File: src/rtl/frame_decoder_pkg.sv
package frame_decoder_pkg;

    typedef enum logic [1:0] {
        W_BAD  = 2'd0,
        W_BYTE = 2'd1,
        W_WORD = 2'd2,
        W_DBL  = 2'd3
    } width_e;

    typedef struct packed {
        logic        valid;
        logic        err;
        logic [63:0] rdata;
    } rsp_t;

    function automatic width_e size_to_width(input logic [3:0] sz);
        case (sz)
            4'd1:    return W_BYTE;
            4'd4:    return W_WORD;
            4'd8:    return W_DBL;
            default: return W_BAD;
        endcase
    endfunction

endpackage

File: src/rtl/fd_route.sv
module fd_route #(
    parameter int ADDR_W  = 20,
    parameter int FRAME_W = 17,
    parameter int NCPU    = 4
) (
    input  logic [ADDR_W-1:0]         addr,
    output logic [ADDR_W-FRAME_W-1:0] cpu_idx,
    output logic [FRAME_W-1:0]        local_off,
    output logic                      cpu_ok
);
    localparam int IDX_W = ADDR_W - FRAME_W;

    always_comb begin
        cpu_idx   = addr[ADDR_W-1:FRAME_W];
        local_off = addr[FRAME_W-1:0];
        cpu_ok    = ({1'b0, cpu_idx} < (IDX_W+1)'(NCPU));
    end
endmodule

File: src/rtl/fd_legal.sv
module fd_legal
    import frame_decoder_pkg::*;
#(
    parameter int FRAME_W    = 17,
    parameter int PRIO_OFF   = 'h10400,
    parameter int PRIO_BYTES = 32,
    parameter int TYPE_OFF   = 'h08,
    parameter int PBASE_OFF  = 'h70,
    parameter int QBASE_OFF  = 'h78
) (
    input  width_e             width,
    input  logic [FRAME_W-1:0] local_off,
    input  logic               cpu_ok,
    output logic               legal
);
    localparam int             FW      = FRAME_W + 1;
    localparam logic [FW-1:0]  PRIO_LO = FW'(PRIO_OFF);
    localparam logic [FW-1:0]  PRIO_HI = FW'(PRIO_OFF + PRIO_BYTES);
    localparam logic [FRAME_W-1:0] TYPE_L  = FRAME_W'(TYPE_OFF);
    localparam logic [FRAME_W-1:0] PBASE_L = FRAME_W'(PBASE_OFF);
    localparam logic [FRAME_W-1:0] QBASE_L = FRAME_W'(QBASE_OFF);

    logic [FW-1:0] off_ext;
    logic          in_prio;
    logic          dbl_reg;

    always_comb begin
        off_ext = {1'b0, local_off};
        in_prio = (off_ext >= PRIO_LO) && (off_ext < PRIO_HI);
        dbl_reg = (local_off == TYPE_L) || (local_off == PBASE_L) ||
                  (local_off == QBASE_L);
        case (width)
            W_BYTE:  legal = in_prio;
            W_WORD:  legal = (local_off[1:0] == 2'b00);
            W_DBL:   legal = (local_off[2:0] == 3'b000) && dbl_reg;
            default: legal = 1'b0;
        endcase
        legal = legal && cpu_ok;
    end
endmodule

File: src/rtl/fd_lane.sv
module fd_lane
    import frame_decoder_pkg::*;
(
    input  width_e      width,
    input  logic [2:0]  lane_off,
    input  logic [63:0] wdata,
    input  logic [63:0] lane_rd,
    output logic [7:0]  be,
    output logic [63:0] lane_wd,
    output logic [63:0] rd_out
);
    logic [63:0] shifted;

    always_comb begin
        shifted = lane_rd >> {lane_off, 3'b000};
        case (width)
            W_BYTE: begin
                be      = 8'h01 << lane_off;
                lane_wd = {8{wdata[7:0]}};
                rd_out  = {56'h0, shifted[7:0]};
            end
            W_WORD: begin
                be      = lane_off[2] ? 8'hF0 : 8'h0F;
                lane_wd = {2{wdata[31:0]}};
                rd_out  = {32'h0, shifted[31:0]};
            end
            W_DBL: begin
                be      = 8'hFF;
                lane_wd = wdata;
                rd_out  = lane_rd;
            end
            default: begin
                be      = 8'h00;
                lane_wd = 64'h0;
                rd_out  = 64'h0;
            end
        endcase
    end
endmodule

File: src/rtl/frame_decoder.sv
module frame_decoder
    import frame_decoder_pkg::*;
#(
    parameter int NCPU        = 4,
    parameter int FRAME_BYTES = 'h20000,
    parameter int ADDR_W      = 20,
    parameter int PRIO_OFF    = 'h10400,
    parameter int PRIO_BYTES  = 32,
    parameter int TYPE_OFF    = 'h08,
    parameter int PBASE_OFF   = 'h70,
    parameter int QBASE_OFF   = 'h78,
    localparam int FRAME_W    = $clog2(FRAME_BYTES),
    localparam int IDX_W      = ADDR_W - FRAME_W
) (
    input  logic                 clk,
    input  logic                 rst_n,
    input  logic                 req_valid,
    input  logic [ADDR_W-1:0]    req_addr,
    input  logic [3:0]           req_size,
    input  logic                 req_write,
    input  logic                 req_secure,
    input  logic [63:0]          req_wdata,
    output logic [NCPU-1:0]      bank_req,
    output logic                 bank_write,
    output logic                 bank_secure,
    output logic [FRAME_W-1:0]   bank_addr,
    output logic [7:0]           bank_be,
    output logic [63:0]          bank_wdata,
    input  logic [NCPU*64-1:0]   bank_rdata,
    output logic                 rsp_valid,
    output logic [63:0]          rsp_rdata,
    output logic                 rsp_err
);
    width_e             width;
    logic [IDX_W-1:0]   cpu_idx;
    logic [FRAME_W-1:0] local_off;
    logic               cpu_ok;
    logic               legal;
    logic [63:0]        lane_rd;
    logic [63:0]        narrow_rd;
    rsp_t               rsp_d, rsp_q;

    assign width = size_to_width(req_size);

    fd_route #(.ADDR_W(ADDR_W), .FRAME_W(FRAME_W), .NCPU(NCPU)) u_route (
        .addr(req_addr), .cpu_idx(cpu_idx), .local_off(local_off), .cpu_ok(cpu_ok)
    );

    fd_legal #(
        .FRAME_W(FRAME_W), .PRIO_OFF(PRIO_OFF), .PRIO_BYTES(PRIO_BYTES),
        .TYPE_OFF(TYPE_OFF), .PBASE_OFF(PBASE_OFF), .QBASE_OFF(QBASE_OFF)
    ) u_legal (
        .width(width), .local_off(local_off), .cpu_ok(cpu_ok), .legal(legal)
    );

    fd_lane u_lane (
        .width(width), .lane_off(local_off[2:0]), .wdata(req_wdata),
        .lane_rd(lane_rd), .be(bank_be), .lane_wd(bank_wdata), .rd_out(narrow_rd)
    );

    generate
        for (genvar c = 0; c < NCPU; c++) begin : g_sel
            assign bank_req[c] = req_valid && legal && (cpu_idx == IDX_W'(c));
        end
    endgenerate

    always_comb begin
        lane_rd = 64'h0;
        for (int c = 0; c < NCPU; c++) begin
            if (bank_req[c]) lane_rd = bank_rdata[c*64 +: 64];
        end
    end

    assign bank_write  = req_write;
    assign bank_secure = req_secure;
    assign bank_addr   = {local_off[FRAME_W-1:3], 3'b000};

    always_comb begin
        rsp_d       = '0;
        rsp_d.valid = req_valid;
        rsp_d.err   = req_valid && !legal;
        if (req_valid && legal && !req_write) rsp_d.rdata = narrow_rd;
    end

    always_ff @(posedge clk) begin
        if (!rst_n) rsp_q <= '0;
        else        rsp_q <= rsp_d;
    end

    assign rsp_valid = rsp_q.valid;
    assign rsp_err   = rsp_q.err;
    assign rsp_rdata = rsp_q.rdata;

    p_one_cycle_rsp_r2: assert property (@(posedge clk) disable iff (!rst_n)
        req_valid |=> rsp_valid);
    p_no_idle_rsp_r2: assert property (@(posedge clk) disable iff (!rst_n)
        !req_valid |=> !rsp_valid);
    p_bank_onehot_r1: assert property (@(posedge clk) disable iff (!rst_n)
        $onehot0(bank_req));
    p_unrouted_err_r9: assert property (@(posedge clk) disable iff (!rst_n)
        (req_valid && bank_req == '0) |=> rsp_err);
    p_err_zero_r9: assert property (@(posedge clk) disable iff (!rst_n)
        rsp_err |-> (rsp_valid && rsp_rdata == 64'h0));
    p_write_zero_r10: assert property (@(posedge clk) disable iff (!rst_n)
        (req_valid && req_write) |=> (rsp_rdata == 64'h0));
    p_dbl_lane_r6: assert property (@(posedge clk) disable iff (!rst_n)
        (bank_req != '0 && req_size == 4'd8) |-> (bank_be == 8'hFF));
endmodule

File: config.mk
export PLATFORM = sky130hd
export DESIGN_NAME = frame_decoder
export DESIGN_NICKNAME = d
export VERILOG_FILES = /design/src/rtl/frame_decoder_pkg.sv /design/src/rtl/fd_route.sv /design/src/rtl/fd_legal.sv /design/src/rtl/fd_lane.sv /design/src/rtl/frame_decoder.sv
export SDC_FILE = /design/constraint.sdc
export NUM_CORES = 1
export LEC_CHECK = 0
export BUFFER_PORTS_ARGS = -buffer_cell sky130_fd_sc_hd__buf_2
export CAP_MARGIN = 20
export CORE_AREA = 2 2 196 198
export DETAILED_ROUTE_END_ITERATION = 7
export DIE_AREA = 0 0 198 200
export SLEW_MARGIN = 20
export SYNTH_ARGS = -nofsm -noshare
export SYNTH_HDL_FRONTEND = slang
export SYNTH_SLANG_ARGS = --single-unit
File: constraint.sdc
create_clock -name clk -period 4.9 [get_ports clk]
set_clock_uncertainty 0.2 [all_clocks]
set_input_delay 0.98 -clock clk [delete_from_list [all_inputs] [get_ports clk]]
set_output_delay 0.98 -clock clk [all_outputs]
set_load 0.005 [all_outputs]
==> impl_metrics.json <==
{
  "pin_count": 510,
  "grt_setup_unrepaired": "false",
  "max-slew-margin-rel_pct": 45.0,
  "numCtsBuffers": 9,
  "vias": 9702,
  "whs_path_depth": 3,
  "synth_top_cell_area_share_pct": 20.8,
  "post_cts_resized": 0,
  "worstSetupStartpointType": "input pin",
  "cts_hold_buf": 0,
  "cts_root_buf": "clkbuf_16",
  "crit_path_end_kind": "output port",
  "hpwl_um": 41500,
  "grt_usage_pct": 24.1,
  "maxCapViolCount": 0,
  "ys_async_sr_fraction_pct": 0,
  "drc": 0,
  "n_fill_cell": 4253,
  "fmax_ghz": 0.243,
  "grt.overflow.total": 0,
  "clk_pin_slew_worst_paths_ns": 0.07,
  "core_area_mm2": 0.0374,
  "yosys.area.top_type": "dfxtp_1",
  "numPlacedInstances": 1881,
  "startpoint": "req_addr[0]",
  "dieHeight_um": 200,
  "die_area_mm2": 0.0396,
  "start_util_pct": 17.0,
  "synth_area_leaders": "dfxtp_1, nand2_1, nor2_1",
  "leakage_uw": 0.00483,
  "crit_path_max_incr_delay_ns": 0.53,
  "syn_area_per_cell_um2": 6.93,
  "synth-seq-cells": 66,
  "hold_viol": 0,
  "cp.arrival_ns": 2.93,
  "routed_via_density": 5.10,
  "area_growth_pct": 54.6,
  "totalNegativeSetupSlack_ns": 0,
  "period_minus_slack_ns": 4.11,
  "layout-drive-gt1-share_pct": 45.2,
  "instances_no_fill": 1901,
  "grt_first_pass_wirelength_um": 67800,
  "setup_viol": 0,
  "clock_path_buffers": 2,
  "post-route-util_pct": 26.3,
  "slowest_stage": "o211a_2",
  "path_class": "input pin to output port",
  "synthesis.area_mm2": 0.00636,
  "synth_edf_count": 0,
  "synth_ff_type": "dfxtp_1",
  "postCtsSetupRepairBufs": 0,
  "use_met2_pct": 44.2,
  "ys_warn_count": 0,
  "cts_tree": "yes",
  "grt_pass1_vias": 9498,
  "whs_ns": 0.667,
  "ys_seq_area_share_pct": 20.8,
  "first_pass_iters": 5,
  "path_max_fanout": 36,
  "vdd.ir_drop.worst_uv": 128,
  "antenna_found_initial": 7,
  "grtUsageMet1_pct": 29.3,
  "status": "finished clean",
  "cts_max_level": 3,
  "drv_slew": 0,
  "final_cell_mix": "buf_2, nand2_1, nor2_1",
  "final_net_count": 1730,
  "final_common_cell": "buf_2",
  "critPathRequiredTime_ns": 3.72,
  "timing.critical_path.cells": "buf_2 > nor3_1 > nand4_2 > o211a_2 > buf_4 > nor3_1 > buf_2",
  "finalCritPeriodShare_pct": 83.9,
  "io_buffer_count": 504,
  "drtAntennaViolNets": 0,
  "grt_max_degree": 60,
  "netlist_instances": 917,
  "busiest_layer": "met2",
  "crit_end": "bank_req[1]",
  "min_path_type": "input pin to flip-flop",
  "max_slew.worst_pin.slew_ns": 0.822,
  "wl_per_cell_um": 26.0,
  "cellPowerDensity_mw_per_mm2": 180,
  "cts.sinks": 66,
  "grt.met3_usage_pct": 3.38,
  "fp-row-count": 71,
  "place.gp.congestion": 0.945,
  "die_w_um": 198,
  "totalWireLength_um": 49500,
  "first_iter_violations": 910,
  "synthDistinctLibCells": 76
}
## Yosys cell counts, types with 3 or more instances
cell       count
a2111oi_0      4
a211o_1        4
a211oi_1       9
a21o_1         7
a21oi_1       46
a221oi_1       8
a22o_1        12
a22oi_1       36
a31oi_1       25
a32oi_1       11
and2_1        16
and3_1        15
buf_1         10
buf_2         16
buf_4         20
clkbuf_1      65
dfxtp_1       66
inv_1         13
mux2_2        10
mux2i_1       19
mux4_2         4
nand2_1      122
nand2b_1       6
nand3_1       10
nand4_1        5
nor2_1        99
nor2b_1        3
nor3_1        36
nor4_1        18
nor4bb_1       5
o2111ai_1      8
o211ai_1      14
o21a_1         3
o21ai_0       51
o21bai_1       5
o221ai_1      11
o22a_1         3
o22ai_1       20
o2bb2ai_1     11
o31ai_1        4
or2_2          9
or3_1          7
or4_1          4
## metrics by stage
stage	cell area, um^2	total power, uW	worst slack [ns]
floorplan	6360	775	0.943
global placement	9510	1080	0.624
detailed placement	9510	1080	0.669
CTS	9820	1770	0.826
global route	9820	1840	0.654
finish	9830	1770	0.789
## worst max-delay path: cells and delay by family
kind	cells	cell delay, ns
buf+inv	3	0.55
simple gates	3	0.85
compound gates	1	0.53
## worst min path at each step
stage,slack (ns),from,endpoint
finish,0.67,rst_n,rsp_valid
global route,0.67,rst_n,rsp_valid
CTS,0.66,rst_n,rsp_valid
detailed placement,1.03,rst_n,rsp_valid
global placement,1.02,rst_n,rsp_valid
floorplan,0.91,rst_n,rsp_valid
## where the power goes
part | internal, uW | switching (uW)
combinational | 221 | 314
clock | 403 | 292
sequential | 537 | 0.280
## layer usage
layer	up-vias	routed length (um)	share of wire, %
li1	4360	-	-
met1	4698	20100	41
met2	581	24700	50
met3	61	3550	7.2
met4	2	1140	2.3
met5	-	13	0.026
## sequential cells by signal (all words and copies together) (netlist names)
name       count
rsp_valid      1
rsp_rdata     64
rsp_err        1
## cells by family after synthesis
family	synth area share, %
other cells	0.0590
xor+xnor	0.138
flops	20.8
buf+inv	9.11
compound gates	34.6
mux	6.18
simple gates	29.1
## layout make-up
type	instances	area, um^2	area share [%]
inverters	15	56.3	0.573
clock inverters	7	82.6	0.840
multi-input cells	726	4530	46.1
clock buffers	9	225	2.29
repair buffers	563	2970	30.2
diodes	4	10.0	0.102
flip-flops and latches	66	1320	13.4
well taps	511	639	6.51
Note: power is estimated with default switching activity, not from simulation.
